**src/rtl/swinc_pkg.sv**
```systemverilog
package swinc_pkg;
  // Event code that marks a counter as driven by software increments.
  localparam int unsigned SWI_EVT_CODE = 0;

  typedef enum logic {
    LIM_FROM_IMPL = 1'b0,
    LIM_FROM_PART = 1'b1
  } lim_src_e;
endpackage

```
**src/rtl/swinc_reach.sv**
```systemverilog
module swinc_reach
  import swinc_pkg::*;
#(
  parameter int NUM_CTR = 31,
  parameter int WD_W    = 64,
  parameter int EVT_W   = 16,
  localparam int LIM_W  = $clog2(NUM_CTR + 1)
) (
  input  logic                     we,
  input  logic [WD_W-1:0]          wdata,
  input  logic [NUM_CTR-1:0]       en,
  input  logic [NUM_CTR*EVT_W-1:0] evsel,
  input  logic [LIM_W-1:0]         lim_impl,
  input  logic [LIM_W-1:0]         lim_part,
  input  logic                     use_part,
  output logic [LIM_W-1:0]         lim_eff,
  output logic [NUM_CTR-1:0]       hit
);
  // Keep a limit inside the bank size.
  function automatic logic [LIM_W-1:0] clamp_lim(input logic [LIM_W-1:0] v);
    if (v > LIM_W'(NUM_CTR)) return LIM_W'(NUM_CTR);
    return v;
  endfunction

  // Choose the source of the limit.
  function automatic logic [LIM_W-1:0] pick_lim(input lim_src_e src,
                                                input logic [LIM_W-1:0] a_impl,
                                                input logic [LIM_W-1:0] a_part);
    return (src == LIM_FROM_PART) ? clamp_lim(a_part) : clamp_lim(a_impl);
  endfunction

  lim_src_e src;
  assign src     = lim_src_e'(use_part);
  assign lim_eff = pick_lim(src, lim_impl, lim_part);

  // Reserved upper bits feed nothing.
  logic unused_rsvd;
  assign unused_rsvd = &{1'b0, wdata[WD_W-1:NUM_CTR]};

  for (genvar i = 0; i < NUM_CTR; i++) begin : g_lane
    logic reach;
    logic sw_evt;
    assign reach  = (LIM_W'(i) < lim_eff);
    assign sw_evt = (evsel[i*EVT_W +: EVT_W] == EVT_W'(SWI_EVT_CODE));
    assign hit[i] = we & wdata[i] & en[i] & sw_evt & reach;
  end
endmodule

```
**src/rtl/swinc_ctr.sv**
```systemverilog
module swinc_ctr #(
  parameter int CTR_W = 32
) (
  input  logic             clk,
  input  logic             rst_n,
  input  logic             inc,
  input  logic             ld,
  input  logic [CTR_W-1:0] ld_val,
  output logic [CTR_W-1:0] val,
  output logic             ovf
);
  // Increment with carry out in the top bit.
  function automatic logic [CTR_W:0] step_up(input logic [CTR_W-1:0] v);
    return {1'b0, v} + (CTR_W + 1)'(1);
  endfunction

  logic [CTR_W:0] nxt;
  assign nxt = step_up(val);

  always_ff @(posedge clk) begin
    if (!rst_n) begin
      val <= '0;
      ovf <= 1'b0;
    end else begin
      ovf <= 1'b0;
      if (ld) begin
        val <= ld_val;
      end else if (inc) begin
        val <= nxt[CTR_W-1:0];
        ovf <= nxt[CTR_W];
      end
    end
  end
endmodule

```
**src/rtl/swinc_ctr_bank.sv**
```systemverilog
module swinc_ctr_bank #(
  parameter int NUM_CTR = 31,
  parameter int CTR_W   = 32,
  parameter int WD_W    = 64,
  parameter int EVT_W   = 16,
  localparam int LIM_W  = $clog2(NUM_CTR + 1),
  localparam int IDX_W  = $clog2(NUM_CTR)
) (
  input  logic                     clk,
  input  logic                     rst_n,
  input  logic                     inc_we,
  input  logic [WD_W-1:0]          inc_wdata,
  output logic [WD_W-1:0]          inc_rdata,
  input  logic [NUM_CTR-1:0]       ctr_en,
  input  logic [NUM_CTR*EVT_W-1:0] ctr_evsel,
  input  logic [LIM_W-1:0]         lim_impl,
  input  logic [LIM_W-1:0]         lim_part,
  input  logic                     lim_use_part,
  input  logic                     ld_we,
  input  logic [IDX_W-1:0]         ld_idx,
  input  logic [CTR_W-1:0]         ld_data,
  output logic [NUM_CTR*CTR_W-1:0] ctr_val,
  output logic [NUM_CTR-1:0]       ctr_ovf
);
  // Named internal events, observed by the bound checker.
  logic [LIM_W-1:0]   lim_eff;
  logic [NUM_CTR-1:0] inc_hit;
  logic [NUM_CTR-1:0] ld_hit;

  // The increment register holds nothing.
  assign inc_rdata = '0;

  swinc_reach #(
    .NUM_CTR(NUM_CTR), .WD_W(WD_W), .EVT_W(EVT_W)
  ) reach_i (
    .we       (inc_we),
    .wdata    (inc_wdata),
    .en       (ctr_en),
    .evsel    (ctr_evsel),
    .lim_impl (lim_impl),
    .lim_part (lim_part),
    .use_part (lim_use_part),
    .lim_eff  (lim_eff),
    .hit      (inc_hit)
  );

  for (genvar i = 0; i < NUM_CTR; i++) begin : g_ctr
    assign ld_hit[i] = ld_we & (ld_idx == IDX_W'(i));

    swinc_ctr #(.CTR_W(CTR_W)) ctr_i (
      .clk    (clk),
      .rst_n  (rst_n),
      .inc    (inc_hit[i]),
      .ld     (ld_hit[i]),
      .ld_val (ld_data),
      .val    (ctr_val[i*CTR_W +: CTR_W]),
      .ovf    (ctr_ovf[i])
    );
  end
endmodule

```
**config.mk**
```make
export PLATFORM = sky130hd
export DESIGN_NAME = swinc_ctr_bank
export DESIGN_NICKNAME = d
export VERILOG_FILES = /design/src/rtl/swinc_pkg.sv /design/src/rtl/swinc_reach.sv /design/src/rtl/swinc_ctr.sv /design/src/rtl/swinc_ctr_bank.sv
export SDC_FILE = /design/constraint.sdc
export NUM_CORES = 2
export LEC_CHECK = 0
export ABC_AREA = 0
export BUFFER_PORTS_ARGS = -buffer_cell sky130_fd_sc_hd__buf_2
export CORE_AREA = 3 3 680 682
export DETAILED_ROUTE_END_ITERATION = 8
export DIE_AREA = 0 0 683 685
export GPL_TIMING_DRIVEN = 0
export PLACE_DENSITY = 0.35
export SYNTH_ARGS = -nofsm -noshare
export SYNTH_HDL_FRONTEND = slang
export SYNTH_SLANG_ARGS = --single-unit
export TNS_END_PERCENT = 1
```
**constraint.sdc**
```tcl
create_clock -name clk -period 3.4 [get_ports clk]
set_input_delay 0.51 -clock clk [delete_from_list [all_inputs] [get_ports clk]]
set_output_delay 0.51 -clock clk [all_outputs]
set_load 0.005 [all_outputs]
```
# [Word level (Yosys, flattened, before mapping)]
# Index checks and enable logic that the tools add are counted.
[op_classes] add_sub_neg=31 order_cmp=33 n_eq_ne=30 n_mux=69 n_bitwise=187 reduce_logical=94
[op_table] cell="two-way mux 32 bit" count=62
[op_table] cell="adder 32 x 1 -> 33 bit, second input constant" count=31
[op_table] cell="logical NOT 16 bit" count=31
[op_table] cell="bitwise AND 1 bit" count=155
[op_table] cell="OR reduction 3 bit" count=31
[op_table] cell="== test 5 bit, second input constant" count=15
[op_table] cell="less-than comparator 5 bit, first input constant" count=15
[op_table] cell="nonzero test 2 bit" count=31
[op_table] cell="== test 5 x 4 -> 1 bit, second input constant" count=8
[op_table] cell="less-than comparator 4 x 5 -> 1 bit, first input constant" count=8
[op_table] cell="NOT 1 bit" count=32
[op_table] cell="two-way mux 5 bit" count=5
[op_table] cell="== test 5 x 3 -> 1 bit, second input constant" count=4
[op_table] cell="less-than comparator 3 x 5 -> 1 bit, first input constant" count=4
[op_table] cell="== test 5 x 2 -> 1 bit, second input constant" count=2
[op_table] cell="greater-than comparator 5 bit, second input constant" count=2
[op_table] cell="less-than comparator 1 x 5 -> 1 bit, first input constant" count=2
[op_table] cell="less-than comparator 2 x 5 -> 1 bit, first input constant" count=2
[op_table] cell="== test 5 x 1 -> 1 bit, second input constant" count=1
[op_table] cell="logical NOT 5 bit" count=1
[op_table] cell="two-way mux 1 bit" count=2
[totals] regBits=1023 output_inout_bits=1087 elab_cells=506

# [Longest topological paths before layout]
[logic_depth] ltp_word=8 mapped_depth=10 depth_no_buf=7

# [Hierarchy]
# A second synthesis with hierarchy kept.
[hier_totals] cells_unflattened=8467 area_unflattened_um2=65003.6
[modules_own_cells] mod="swinc_ctr" instances=31 cells_each=260 area_per_inst_um2=2010.7 seq_area_each_um2=660.6
[modules_own_cells] mod="swinc_reach" instances=1 cells_each=296 area_per_inst_um2=1958.1 seq_area_each_um2=0.0
[modules_own_cells] mod="swinc_ctr_bank" instances=1 cells_each=111 area_per_inst_um2=714.4 seq_area_each_um2=0.0

# [Worst setup path after synthesis]
# No wires, ideal clock.
[synth_path] path_kind="in2reg" startpoint="in ctr_evsel[1]" endpoint="reg g_ctr[0].ctr_i.val[30]" setup_time_ns=0.115 t_arrival_ns=2.657 required_time_ns=3.285 path_slack_ns=0.628 path_stages=7 path_buffers=1 path_cell_list="or4_1 > or4_1 > buf_6 > nor4_4 > nand2_2 > or3_1 > and3_1"
[synth_via] elab_chain_cells=4
[synth_lines] element="start, declared" line="swinc_ctr_bank.sv:15" rtl="input logic [NUM_CTR*EVT_W-1:0] ctr_evsel,"
[synth_lines] element="logical NOT 16 bit" line="swinc_reach.sv:44" rtl="assign sw_evt = (evsel[i*EVT_W +: EVT_W] == EVT_W'(SWI_EVT_CODE));"
[synth_lines] element="bitwise AND 1 bit (2 in series)" line="swinc_reach.sv:45" rtl="assign hit[i] = we & wdata[i] & en[i] & sw_evt & reach;"
[synth_lines] element="nonzero test 2 bit (no source line)"
[synth_lines] element="end signal, assigned" line="swinc_ctr.sv:27" rtl="val <= ld_val;"
[synth_lines] element="end signal, assigned" line="swinc_ctr.sv:29" rtl="val <= nxt[CTR_W-1:0];"
[synth_lines] element="end, declared" line="swinc_ctr.sv:9" rtl="output logic [CTR_W-1:0] val,"
# Every way passes these cells.
# A chain may end at the register's enable or synchronous reset.

# [Worst setup path in the final report]
[layout_path] startpoint="in lim_use_part" endpoint="reg g_ctr[18].ctr_i.val[18]"
[layout_via] elab_chain_cells=4
[layout_lines] element="start, declared" line="swinc_ctr_bank.sv:18" rtl="input logic lim_use_part,"
[layout_lines] element="two-way mux 5 bit" line="swinc_reach.sv:29" rtl="return (src == LIM_FROM_PART) ? clamp_lim(a_part) : clamp_lim(a_impl);"
[layout_lines] element="less-than comparator 5 bit" line="swinc_reach.sv:43" rtl="assign reach = (LIM_W'(i) < lim_eff);"
[layout_lines] element="bitwise AND 1 bit" line="swinc_reach.sv:45"
[layout_lines] element="nonzero test 2 bit (no source line)"
[layout_lines] element="end signal, assigned" line="swinc_ctr.sv:27"
[layout_lines] element="end signal, assigned" line="swinc_ctr.sv:29"
[layout_lines] element="end, declared" line="swinc_ctr.sv:9"
# Every way passes these cells.

==> metrics <==
run status finished, violations left; failing checks negative setup slack; fin crit period 3.54 ns; gpl congestion 0.909; HP Start ld_data[11]; syn_area_per_cell 7.93 sq um; met3 Track Usage GR 4.57%; register-to-register setup slack around 0.26 ns; Max VDD drop 0.278 mV; CORE AREA 456000 sq um; EDFF count, synth 0; Arrival @ worst endpoint 4.23 ns; Tightest Hold Check Type input port to flop; clk buf depth 4; cells after synthesis 7043; share of layout cells above drive strength 1 between 20% and 30%; met1 Resource Use GR 26.5%; clk root buf clkbuf_16; Mapped Area 55900 sq um; antenna-violating nets left 0; Worst-path clk slew about 0.05 ns; Fillers 52400; Initial Utilization 12.2%; worst r2r path cells 8; largest net degree at the start of global routing 12; Die H 685 microns; width of the die roughly 680 microns; Hold EP g_ctr[19].ctr_i.val[11]; DP HPWL 423000 microns; initial antenna violation count 179; Setup-failing EPs final 35; Layout Cells excl Fill 15300; via/cell ratio 4.29; nets@finish 9677; DR WL/cell between 30 and 40 microns; unrepaired setup endpoints after global routing true; Starting DRT DRC Count 5665; CTS buffer count 150; hold_ws 0.110 ns; die area 468000 sq um; crit path capture type flop; Hold Path Stages 3; Yosys reg bits 1023; pre-CTS WS -2.30 ns; number of max-cap violations 0; Residual DRC 0; Rel. slew slack 2.40%; Clk Latency, worst-skew pair 0.84 ns; IO Count 1730; yosys warns 0; first-pass GRT wire length 656000 microns; origin of the critical flop-to-flop path g_ctr[27].ctr_i.val[2]; Rows 248; CTS sink cnt 1023; Netlist cell types slightly above 70; fmax approximately 0.28 GHz; drt first pass iters 9; Worst Skew between 0.03 and 0.04 ns; final instance area about 80000 sq um; Tot GR Track Use between 20% and 30%; max-slew violations 0; PortBufs 1621; cell count after placement ~15000; Top FF cell, synth dfxtp_1; Slew @ Worst Pin 1.46 ns; global routing met2 resource utilization 35.6%; DR vias ~66000; Pwr Density 405 nW/um^2; P_leak 29.7 nW; slack of the critical path -0.144 ns; grt ovf 0; Worst Setup Start Kind input port; Crit Reg-Reg Endpoint g_ctr[27].ctr_i.val[17]; Final Hold Fails 0; H-tree levels 4; most used routing layer met2; critical path required time between 4 and 5 ns; Max Fanout on Critical Path 11; register area share after synthesis 36.6%; final cycle utilization of the critical path 104%; Crit Path Category input port to flop; post-place instance area about 75000 sq um; CTS tree done; drt total wl 518000 microns; vias in the first global route 62500; area grow syn2layout 42.7%; Synth async-reset ratio 0%
[critical path, stage by stage]
cell,delay [ns]
buf_2,0.35
buf_4,0.27
mux2_2,0.42
buf_6,0.51
nand4_1,0.42
buf_16,0.28
a211oi_1,0.62
buf_2,0.35
nand4_1,0.14
xor2_1,0.17
o22ai_1,0.10
[placed cells by master (no fill, tap or decap), types with 12 or more instances in the layout]
cell type     n
xor2_1      612
clkbuf_16   151
o21ai_0     930
nor2b_1      13
nor3_1      165
nand3b_1     12
nor4b_1      32
nand2_1     413
mux2i_1      33
and3_1      196
and2_1       59
conb_1       64
ha_1         31
clkbuf_8     34
buf_2      1653
or3_1        32
or4_1        28
nor4_1      175
clkinv_2     13
nand3_1     430
and4_1      101
diode_2      95
clkbuf_2    119
inv_1        76
dfxtp_1    1023
nor2_1      195
xnor2_1     310
a31oi_1      25
o22ai_1      25
buf_12       79
buf_16       15
a211oi_1     55
buf_4       112
nor4_2       24
nand4_1     351
a21oi_1     884
clkbuf_1    412
nor3b_1      12
[report_power, final]
| part | internal [mW] | switching [mW] |
|---|---|---|
| Clock | 9.32 | 6.85 |
| Combinational | 1.05 | 2.70 |
| Sequential | 12.2 | 0.254 |
| Total | 22.5 | 9.80 |
[worst max path at each step]
stage	to	slack, ns	from	cells after the start
finish	g_ctr[18].ctr_i.val[18]	-0.14	lim_use_part	11
global route	g_ctr[25].ctr_i.ovf	-0.11	ctr_evsel[401]	6
CTS	g_ctr[25].ctr_i.ovf	-0.19	ctr_evsel[401]	6
detailed placement	g_ctr[7].ctr_i.val[21]	-2.30	lim_part[3]	10
global placement	g_ctr[18].ctr_i.val[31]	-6.82	inc_we	8
floorplan	g_ctr[0].ctr_i.val[30]	0.63	ctr_evsel[1]	7
[cells by family (layout without fill, tap and decap cells)]
family | Yosys count | after routing | synth area share (%)
AO/OA/AOI/OAI | 1982 | 1982 | 18.6
XOR/XNOR | 922 | 922 | 14.5
adder cells (fa/ha/maj) | 31 | 31 | 0.694
buffers and inverters | 722 | 2725 | 5.61
flip-flops | 1023 | 1023 | 36.6
multiplexers | 37 | 37 | 0.669
other | 1 | 159 | 0.00671
AND/OR/NAND/NOR | 2325 | 2325 | 23.3
[registers in the layout, indices dropped and copies added (netlist names)]
signal / cells
g_ctr.ctr_i.ovf: 31
g_ctr.ctr_i.val: 992
[through the flow]
stage	TNS, ns	util, %	power [mW]
final	-2.69	17.5	32.3
after global routing	-0.107	17.4	33.3
after CTS	-0.251	17.4	32.9
after detailed placement	-833.20	16.3	16.5
after global placement	-3066.56	15.8	16.2
after floorplan	0	-	13.5
[per-layer routing]
| layer | wire length (microns) | vias up | share of wire (%) |
|---|---|---|---|
| met5 | 219 | - | 0.042 |
| met4 | 16800 | 34 | 3.2 |
| met3 | 37500 | 519 | 7.2 |
| met2 | 248000 | 2884 | 48 |
| met1 | 215000 | 32800 | 42 |
| li1 | - | 29500 | - |
[synth_stat cells (28+ instances only)]
library cell     n  share of area, %
dfxtp_1       1023                37
o21ai_0        933               8.4
a21oi_1        884               7.9
xor2_1         612               9.6
clkbuf_1       504               3.4
nand3_1        431               3.9
nand2_1        414               2.8
nand4_1        351               3.9
xnor2_1        310               4.9
nor2_1         199               1.3
and3_1         196               2.2
nor4_1         189               2.1
nor3_1         170               1.5
and4_1         101               1.6
buf_4           98               1.3
inv_1           77              0.52
a211oi_1        59              0.79
and2_1          59              0.66
nor4b_1         38              0.60
buf_2           34              0.30
mux2i_1         34              0.61
or3_1           33              0.37
ha_1            31              0.69
or4_1           28              0.38
[repair_timing]
| action | in CTS | in global routing |
|---|---|---|
| endpoints found under the hold margin | 9 | 0 |
| hold buffers | 8 | 0 |
| pin swaps | 3 | 1 |
| buffers inserted | 1 | 0 |
| endpoints found under the setup margin | 330 | 62 |
| gates resized for setup | 14 | 12 |
[layout make-up]
type	count	area (sq um)	area share (%)
multi-input cells	5361	32800	41.1
inverters	78	293	0.367
well taps	6125	7660	9.61
clock inverters	37	430	0.540
repair buffers	1747	10400	13.1
plain buffers	642	3030	3.79
clock buffers	221	4380	5.49
diodes	95	238	0.298
flip-flops and latches	1023	20500	25.7
No activity file was read; power rests on OpenSTA's default activity.
